===== src/rtl/tmr_pkg.sv =====
// Package: shared offsets, bit positions and the control-register type
// for the compare-match timer. Assumes byte addressing of 32-bit words.
package tmr_pkg;
    localparam int OFF_CTL = 'h00;
    localparam int OFF_PRE = 'h04;
    localparam int OFF_CMP = 'h08;
    localparam int OFF_CNT = 'h10;
    localparam int OFF_STS = 'h14;

    localparam int CTL_EN   = 0;
    localparam int CTL_SRC  = 1;
    localparam int CTL_IEN  = 4;
    localparam int CTL_FREE = 8;

    localparam int STS_CMP = 0;
    localparam int STS_CAP = 1;

    typedef struct packed {
        logic freerun;
        logic ien;
        logic src;
        logic en;
    } ctl_t;
endpackage


===== src/rtl/tmr_prescale.sv =====
// Tick divider: chooses the tick source and issues one count step every
// (div+1) ticks. Assumes div only changes together with a restart pulse.
module tmr_prescale #(
    parameter int PRE_W = 12
) (
    input  logic             clk,
    input  logic             rst_n,
    input  logic             en,
    input  logic             src_sel,
    input  logic             ref_tick,
    input  logic [PRE_W-1:0] div,
    input  logic             restart,
    output logic             step
);
    logic             tick;
    logic [PRE_W-1:0] pre_q;

    // Select the tick source: every cycle or the external tick.
    always_comb tick = src_sel ? 1'b1 : ref_tick;

    // Emit a step when the divider reaches its terminal value.
    always_comb step = en && tick && (pre_q == div);

    // Divider state: cleared while off or when the ratio is rewritten.
    always_ff @(posedge clk) begin
        if (!rst_n || !en || restart) begin
            pre_q <= '0;
        end else if (tick) begin
            if (pre_q == div) pre_q <= '0;
            else              pre_q <= pre_q + 1'b1;
        end
    end

    AST_PRE_BOUND: assert property (@(posedge clk) disable iff (!rst_n)
        pre_q <= div);
    AST_PRE_IDLE: assert property (@(posedge clk) disable iff (!rst_n)
        !en |=> (pre_q == '0));
endmodule


===== src/rtl/tmr_count.sv =====
// Counter core: increments on each step, detects the step into the compare
// value and, in restart mode, reloads to zero the edge after a match.
module tmr_count #(
    parameter int CNT_W = 32
) (
    input  logic             clk,
    input  logic             rst_n,
    input  logic             en,
    input  logic             freerun,
    input  logic             step,
    input  logic [CNT_W-1:0] cmp,
    output logic [CNT_W-1:0] cnt,
    output logic             hit
);
    logic [CNT_W-1:0] cnt_q;
    logic [CNT_W-1:0] nxt;
    logic             at_match_q;
    logic             reload;

    // Next count value, wrapping modulo 2^CNT_W.
    always_comb nxt = cnt_q + 1'b1;

    // Reload is pending one edge after a match, in restart mode only.
    always_comb reload = at_match_q && !freerun;

    // A match is the step that lands the counter on the compare value.
    always_comb hit = step && !reload && (nxt == cmp);

    // Count register and the one-cycle match memory.
    always_ff @(posedge clk) begin
        if (!rst_n || !en) begin
            cnt_q      <= '0;
            at_match_q <= 1'b0;
        end else begin
            at_match_q <= hit;
            if (reload)    cnt_q <= '0;
            else if (step) cnt_q <= nxt;
        end
    end

    always_comb cnt = cnt_q;

    AST_STEP_INC: assert property (@(posedge clk) disable iff (!rst_n)
        (en && step && !reload) |=> (cnt_q == $past(cnt_q) + 1'b1));
    AST_NO_STEP_HOLD: assert property (@(posedge clk) disable iff (!rst_n)
        (en && !step && !reload) |=> $stable(cnt_q));
    AST_RELOAD_ZERO: assert property (@(posedge clk) disable iff (!rst_n)
        (en && reload) |=> (cnt_q == '0));
    AST_OFF_ZERO: assert property (@(posedge clk) disable iff (!rst_n)
        !en |=> (cnt_q == '0));
endmodule


===== src/rtl/tmr_regs.sv =====
// Register file: control, prescaler, compare and the status flag, plus the
// read mux and interrupt gate. Assumes one write per cycle at a byte offset.
module tmr_regs
    import tmr_pkg::*;
#(
    parameter int ADDR_W = 5,
    parameter int PRE_W  = 12,
    parameter int CNT_W  = 32
) (
    input  logic              clk,
    input  logic              rst_n,
    input  logic              wr_en,
    input  logic [ADDR_W-1:0] addr,
    input  logic [31:0]       wdata,
    input  logic              hit,
    input  logic [CNT_W-1:0]  cnt,
    output ctl_t              ctl,
    output logic [PRE_W-1:0]  pre_val,
    output logic              pre_wr,
    output logic [CNT_W-1:0]  cmp_val,
    output logic [31:0]       rdata,
    output logic              irq
);
    logic sel_ctl, sel_pre, sel_cmp, sel_cnt, sel_sts;
    logic flag_q;
    logic clr_req;

    // Decode the byte offset into register selects.
    always_comb begin
        sel_ctl = (addr == ADDR_W'(OFF_CTL));
        sel_pre = (addr == ADDR_W'(OFF_PRE));
        sel_cmp = (addr == ADDR_W'(OFF_CMP));
        sel_cnt = (addr == ADDR_W'(OFF_CNT));
        sel_sts = (addr == ADDR_W'(OFF_STS));
    end

    // Divider restart strobe on any prescaler write.
    always_comb pre_wr = wr_en && sel_pre;

    // Write-one-to-clear request for the match flag.
    always_comb clr_req = wr_en && sel_sts && wdata[STS_CMP];

    // Configuration registers.
    always_ff @(posedge clk) begin
        if (!rst_n) begin
            ctl     <= '0;
            pre_val <= '0;
            cmp_val <= '0;
        end else if (wr_en) begin
            if (sel_ctl) begin
                ctl.en      <= wdata[CTL_EN];
                ctl.src     <= wdata[CTL_SRC];
                ctl.ien     <= wdata[CTL_IEN];
                ctl.freerun <= wdata[CTL_FREE];
            end
            if (sel_pre) pre_val <= wdata[PRE_W-1:0];
            if (sel_cmp) cmp_val <= wdata[CNT_W-1:0];
        end
    end

    // Sticky match flag; a new match wins over a clear in the same cycle.
    always_ff @(posedge clk) begin
        if (!rst_n)       flag_q <= 1'b0;
        else if (hit)     flag_q <= 1'b1;
        else if (clr_req) flag_q <= 1'b0;
    end

    // Read mux, zero-extending narrow fields.
    always_comb begin
        rdata = '0;
        if (sel_ctl) begin
            rdata[CTL_EN]   = ctl.en;
            rdata[CTL_SRC]  = ctl.src;
            rdata[CTL_IEN]  = ctl.ien;
            rdata[CTL_FREE] = ctl.freerun;
        end else if (sel_pre) begin
            rdata = 32'(pre_val);
        end else if (sel_cmp) begin
            rdata = 32'(cmp_val);
        end else if (sel_cnt) begin
            rdata = 32'(cnt);
        end else if (sel_sts) begin
            rdata[STS_CMP] = flag_q;
            rdata[STS_CAP] = 1'b0;
        end
    end

    // Level interrupt gated by the enable bit.
    always_comb irq = flag_q && ctl.ien;

    AST_FLAG_SET: assert property (@(posedge clk) disable iff (!rst_n)
        hit |=> flag_q);
    AST_FLAG_CLEAR: assert property (@(posedge clk) disable iff (!rst_n)
        (clr_req && !hit) |=> !flag_q);
    AST_FLAG_STICKY: assert property (@(posedge clk) disable iff (!rst_n)
        (flag_q && !clr_req) |=> flag_q);
endmodule


===== src/rtl/cmp_timer.sv =====
// Top: compare-match interval timer. Connects the register file, the tick
// divider and the counter core. Assumes a single clock domain.
module cmp_timer
    import tmr_pkg::*;
#(
    parameter int ADDR_W = 5,
    parameter int CNT_W  = 32,
    parameter int PRE_W  = 12
) (
    input  logic              clk,
    input  logic              rst_n,
    input  logic              wr_en,
    input  logic [ADDR_W-1:0] addr,
    input  logic [31:0]       wdata,
    input  logic              ref_tick,
    output logic [31:0]       rdata,
    output logic              irq
);
    ctl_t             ctl;
    logic [PRE_W-1:0] pre_val;
    logic             pre_wr;
    logic [CNT_W-1:0] cmp_val;
    logic [CNT_W-1:0] cnt;
    logic             hit;
    logic             step;

    tmr_regs #(.ADDR_W(ADDR_W), .PRE_W(PRE_W), .CNT_W(CNT_W)) u_regs (
        .clk(clk), .rst_n(rst_n), .wr_en(wr_en), .addr(addr), .wdata(wdata),
        .hit(hit), .cnt(cnt), .ctl(ctl), .pre_val(pre_val), .pre_wr(pre_wr),
        .cmp_val(cmp_val), .rdata(rdata), .irq(irq)
    );

    tmr_prescale #(.PRE_W(PRE_W)) u_pre (
        .clk(clk), .rst_n(rst_n), .en(ctl.en), .src_sel(ctl.src),
        .ref_tick(ref_tick), .div(pre_val), .restart(pre_wr), .step(step)
    );

    tmr_count #(.CNT_W(CNT_W)) u_cnt (
        .clk(clk), .rst_n(rst_n), .en(ctl.en), .freerun(ctl.freerun),
        .step(step), .cmp(cmp_val), .cnt(cnt), .hit(hit)
    );

    AST_IRQ_GATE: assert property (@(posedge clk) disable iff (!rst_n)
        !ctl.ien |-> !irq);
endmodule


===== config.mk =====
export PLATFORM = sky130hd
export DESIGN_NAME = cmp_timer
export DESIGN_NICKNAME = d
export VERILOG_FILES = /design/src/rtl/tmr_pkg.sv /design/src/rtl/tmr_prescale.sv /design/src/rtl/tmr_count.sv /design/src/rtl/tmr_regs.sv /design/src/rtl/cmp_timer.sv
export SDC_FILE = /design/constraint.sdc
export NUM_CORES = 1
export LEC_CHECK = 0
export BUFFER_PORTS_ARGS = -buffer_cell sky130_fd_sc_hd__buf_2
export CORE_MARGIN = 4
export CORE_UTILIZATION = 58
export DETAILED_ROUTE_END_ITERATION = 10
export PLACE_DENSITY = 0.8
export RECOVER_POWER = 50
export SLEW_MARGIN = 20
export SYNTH_ARGS = -nofsm -noshare
export SYNTH_HDL_FRONTEND = slang
export SYNTH_SLANG_ARGS = --single-unit
export TNS_END_PERCENT = 20

===== constraint.sdc =====
create_clock -name clk -period 2.6 [get_ports clk]
set_input_delay 0.52 -clock clk [delete_from_list [all_inputs] [get_ports clk]]
set_output_delay 0.52 -clock clk [all_outputs]
set_load 0.005 [all_outputs]

* After elaboration in Yosys (flattened, before gate mapping) *
Index checks and enable logic that the tools add are counted.

word-level totals
  bits in registers = 94
  input bits = 41
  output and inout port bits = 33
  word-level logic and storage cells = 54

operators by class
  $add $sub $neg = 2
  equality and inequality tests = 6
  multiplexer cells = 15
  reductions and logical operators = 21

operators by type and width
  operator               count
  $mux 32                2
  $add 32x1->32 const B  1
  $eq 32x32->1           1
  $mux 30                1
  $mux 23                1
  $add 12x1->12 const B  1
  $eq 12x12->1           1
  $mux 12                1
  $eq 5x5->1 const B     2
  $logic_and 1x1->1      9
  $mux 1                 6
  $mux 2                 3
  $reduce_and 2->1       3
  $eq 5x3->1 const B     1
  $eq 5x4->1 const B     1
  $logic_not 5->1        1
  $logic_not 1->1        4
  $mux 3                 1
  $logic_or 1x1->1       2
  $reduce_bool 2->1      1
  $reduce_or 2->1        1

* Longest topological paths before layout *
  word-level depth = 6
  depth in mapped cells = 9
  depth with buffers taken out = 8

* By module *
From an unflattened synthesis, not the netlist that was laid out.

second synthesis, totals
  cell total of the unflattened synthesis = 664
  area, all modules = 5744.3 µm²

modules (own cells, without submodules)
  module        times used  cells an instance  area each (µm²)  sequential area each (µm²)
  tmr_count     1           320                2496.1           660.6
  tmr_regs      1           271                2477.4           980.9
  tmr_prescale  1           73                 770.7            240.2

* Least setup slack after synthesis *
Ideal clock, no wire load.

  kind = register to register
  from = register u_cnt.cnt_q[1], in the netlist u_cnt.cnt[1]
  to = register u_regs.flag_q
  arrival = 2.310 ns
  path slack = 0.220 ns
  cell stages (with the launch flop) = 9
  path buffers = 0
  path through = dfxtp_1 > ha_1 > nand3_4 > or4_4 > or3_1 > a211oi_1 > and4bb_1 > nand4_1 > a21boi_1

between the ends
  longest elaborated chain between the ends = 4

RTL lines
  element                                      RTL line         text
  start, declared                              tmr_count.sv:15  logic [CNT_W-1:0] cnt_q;
  start signal, assigned                       tmr_count.sv:37  else if (step) cnt_q <= nxt;
  $add 32x1->32 *                              tmr_count.sv:21  always_comb nxt = cnt_q + 1'b1;
  $eq 32x32->1 *                               tmr_count.sv:27  always_comb hit = step && !reload && (nxt == cmp);
  $logic_and 1x1->1 *                          tmr_count.sv:27
  $mux 1 or $reduce_bool 2->1 (tied branches)  n/a
  end signal, assigned                         tmr_regs.sv:63   if (!rst_n) flag_q <= 1'b0;
  end signal, assigned                         tmr_regs.sv:64   else if (hit) flag_q <= 1'b1;
  end signal, assigned                         tmr_regs.sv:65   else if (clr_req) flag_q <= 1'b0;
  end, declared                                tmr_regs.sv:25   logic flag_q;

Every way passes the cells marked *; elsewhere a longest branch is shown, timed or not.
A chain may end at the register's enable or synchronous reset.

* Final worst setup path *
  from = input port addr[1]
  to = output port rdata[0]

between the ends
  longest elaborated chain between the ends = 6

RTL lines
  element          RTL line         text
  start, declared  cmp_timer.sv:13  input logic [ADDR_W-1:0] addr,
  $eq 5x5->1       tmr_regs.sv:34   sel_sts = (addr == ADDR_W'(OFF_STS));
  $mux 1           tmr_regs.sv:82   end else if (sel_sts) begin
  $mux 2           tmr_regs.sv:80   end else if (sel_cnt) begin
  $mux 32          tmr_regs.sv:78   end else if (sel_cmp) begin
  $mux 32          tmr_regs.sv:76   end else if (sel_pre) begin
  $mux 2 *         tmr_regs.sv:71   if (sel_ctl) begin
  end, declared    cmp_timer.sv:16  output logic [31:0] rdata,

Marked as above.

==> impl_metrics.env <==
export IMPL_cp_required_ns=2.08
export IMPL_ff2ff_path_depth=8
export IMPL_post_synth_cell_area_avg_um2=7.94
export IMPL_r2r_end="u_regs.flag_q"
export IMPL_utilization_pct=68.6
export IMPL_p_per_area_nw_per_um2=416
export IMPL_yosys_register_bits=94
export IMPL_numPlacedInstances=884
export IMPL_criticalPathCategory="in2out"
export IMPL_maxClockFrequency_mhz=405
export IMPL_drt_initial_drc_count=434
export IMPL_totalWireLength_mm=15.5
export IMPL_fin_crit_ns=2.47
export IMPL_clock_buffer_count_from_cts=9
export IMPL_flip_flop_and_latch_area_um2=1880
export IMPL_worst_skew_pair_latency_ns=0.36
export IMPL_floorplan_die_area_um2=11100
export IMPL_yosysWarningCount=0
export IMPL_antenna_found_initial=0
export IMPL_r2r_start="u_cnt.cnt[1]"
export IMPL_diodes=0
export IMPL_final_hpwl_from_detailed_placement_mm=11.9
export IMPL_synthCells=692
export IMPL_dieHeight_um=105
export IMPL_clock_root_buffer="clkbuf_8"
export IMPL_via_count=5314
export IMPL_setup_worst_path_end_class="output pin"
export IMPL_largest_net_degree_at_the_start_of_global_routing=34
export IMPL_yosysSeqAreaShare_pct=34.2
export IMPL_initial_utilization_pct=59.5
export IMPL_vdd_ir_drop_max_uv=323
export IMPL_number_of_enable_flip_flop_cells_after_synthesis=0
export IMPL_final_hold_violation_count=0
export IMPL_detail_route_drc_violations=0
export IMPL_placementRows=35
export IMPL_final_instance_count_excl_fill=900
export IMPL_leakage_nw=2.32
export IMPL_finalSetupViolCount=0
export IMPL_max_slew_margin_pct=50.5
export IMPL_clockBufferDepth=2
export IMPL_whs_path_depth=3
export IMPL_timing_worst_slew_pin_value_ns=0.743
export IMPL_worstHoldPathType="in2reg"
export IMPL_vias_in_the_first_global_route=5283
export IMPL_wl_per_cell_um=17.2
export IMPL_regToRegSetupSlack_ns=0.19
export IMPL_timing_final_max_slew_violations=0
export IMPL_globalRoute_totalOverflow=0
export IMPL_first_pass_grt_wire_length_mm=25.8
export IMPL_yosysUniqueCellTypes=53
export IMPL_synth_async_sr_flop_share_pct=0
export IMPL_viasPerCell=5.90
export IMPL_path_max_fanout=3
export IMPL_min_to="u_regs.cmp_val[30]"
export IMPL_grt_usage_pct=28.2
export IMPL_cts_clk_slew_worst_paths_ns=0.10
export IMPL_timing_critical_path_arrival_ns=1.95
export IMPL_rsz0062_at_grt="no"
export IMPL_finalSetupTns_ns=0
export IMPL_detail_route_first_pass_iterations=6
export IMPL_fin_nets=810
export IMPL_syn_cell_area_um2=5500
export IMPL_die_width_um=105
export IMPL_filler_cell_count=755
export IMPL_clock_tree_htree_level_count=3
export IMPL_final_layout_size_suffix_gt1_share_pct=18.0
export IMPL_cts_tree="yes"
export IMPL_synth_main_ff_cell="dfxtp_1"
export IMPL_design_core_area_um2=9240
export IMPL_mappedNetlistNets=735
export IMPL_area_growth_syn_to_layout_pct=15.4
export IMPL_gpl_final_weighted_congestion=1.01
export IMPL_multiInputGateArea_um2=3350
export IMPL_io_buffer_count=73
export IMPL_worst_hold_startpoint="wdata[30]"
export IMPL_worst_setup_path_start_kind="input port"
export IMPL_max_cap_violations=0
export IMPL_design_portCount=74
export IMPL_outcome="complete, no violations"
export IMPL_cts_num_sinks=94
export IMPL_final_min_period_over_clock_period_pct=94.9
export IMPL_finClkSkew_ns=0.0171
export IMPL_detail_route_antenna_nets=0
==> report_power, final <==
part / internal [W] / total [W] / switching (W) / leakage [nW]
clock: 0.000543 / 0.00108 / 0.000532 / 0.102
sequential: 0.00144 / 0.00145 / 0.00000686 / 0.758
combinational: 0.0000541 / 0.000115 / 0.0000605 / 1.46
==> layer usage <==
layer  up-vias  wire length, um  global-route usage (%)
li1       2539                -                       -
met1      2535             6520                    36.8
met2       202             7500                    47.4
met3        38             1100                    5.45
met4         0              349                    8.34
met5         -                0                       0
==> critical path, cell delays in order <==
cell and delay (ns):
buf_2 0.12, nor4b_1 0.40, nor2b_2 0.27, a221oi_1 0.12, nor2b_1 0.16, nor3_1 0.13
a31o_2 0.12, buf_2 0.10
==> layout make-up <==
| cell class | count | area share (%) |
|---|---|---|
| Clock buffer | 9 | 1.95 |
| Inverter | 11 | 0.651 |
| Clock inverter | 6 | 1.46 |
| Sequential cell | 94 | 29.7 |
| Timing Repair Buffer | 117 | 10.8 |
| Tap cell | 129 | 2.54 |
| Multi-Input combinational cell | 534 | 52.9 |
==> flip-flops by register name (all words and copies together), names as in the netlist <==
name,count
u_cnt.at_match_q,1
u_cnt.cnt,32
u_pre.pre_q,12
u_regs.cmp_val,32
u_regs.ctl,4
u_regs.flag_q,1
u_regs.pre_val,12
==> kinds of logic (layout without fill, tap and decap cells) <==
kind of cell / after synthesis / count (layout) / share of synthesized area, %
AO/OA/AOI/OAI: 119 / 119 / 16.3
XOR/XNOR: 97 / 97 / 15.5
adder cells (fa/ha/maj): 2 / 2 / 0.455
buffers and inverters: 64 / 143 / 5.01
flip-flops: 94 / 94 / 34.2
multiplexers: 8 / 8 / 1.46
AND/OR/NAND/NOR: 308 / 308 / 27.1
==> worst max path at each step <==
stage	startpoint	to	slack [ns]
CTS	addr[1]	rdata[0]	0.1
finish	addr[1]	rdata[0]	0.13
global route	addr[1]	rdata[0]	0.02
detailed placement	u_cnt.cnt[2]	u_regs.flag_q	0.12
global placement	addr[1]	rdata[0]	0.19
floorplan	u_cnt.cnt[1]	u_regs.flag_q	0.22
==> cell usage in the layout, fill, tap and decap left out, types with 3 or more instances in the layout <==
cell      netlist  routed
and3_1          4       4
inv_1          11      11
o21ai_0         7       7
nor2_1         60      60
buf_4           2      42
buf_2           9      71
xnor2_1        60      60
nor4_1         11      10
nor3_1         10      10
xor2_1         37      37
mux2i_1         8       8
a221oi_1        4       4
a222oi_1        8       8
nand2_1       125     125
dfxtp_1        94      93
and2_1          7       6
nand2b_1        5       5
and4_1          6       6
nand4_1        25      25
a211oi_1        4       4
or4_1           3       3
clkbuf_8        0       9
a22o_1         20      20
or3_1           9       9
nand3_1        18      18
a21oi_1        15      15
clkbuf_1       39       4
o211ai_1        3       3
nor2b_1        12      11
a21boi_0       44      44
==> cells in the mapped netlist (all sizes together), types with 12 or more instances <==
library cell,count,share of area [%]
nand2,125,8.5
dfxtp,94,34
nor2,60,4.1
xnor2,60,9.6
a21boi,45,6.1
clkbuf,40,2.8
xor2,37,5.9
nand4,25,2.8
a22o,20,3.2
nand3,19,2.0
a21oi,15,1.4
buf,13,1.5
nor2b,12,1.4
==> metrics by stage <==
stage	hold WS (ns)	instance area (um^2)	power, W	setup slack, ns
detailed placement	0.484	6130	0.00160	0.121
floorplan	0.444	5500	0.00154	0.220
finish	0.394	6340	0.00264	0.132
global placement	0.481	6130	0.00159	0.194
CTS	0.389	6340	0.00265	0.0960
global route	0.405	6340	0.00272	0.0154
==> timing repair <==
item / 4_1_cts / 5_1_grt
setup buffers: 0 / 1
gates resized for setup: 0 / 3
hold buffers: 0 / 0
endpoints found under the setup margin: 0 / 2
(Power assumes the default switching activity.)
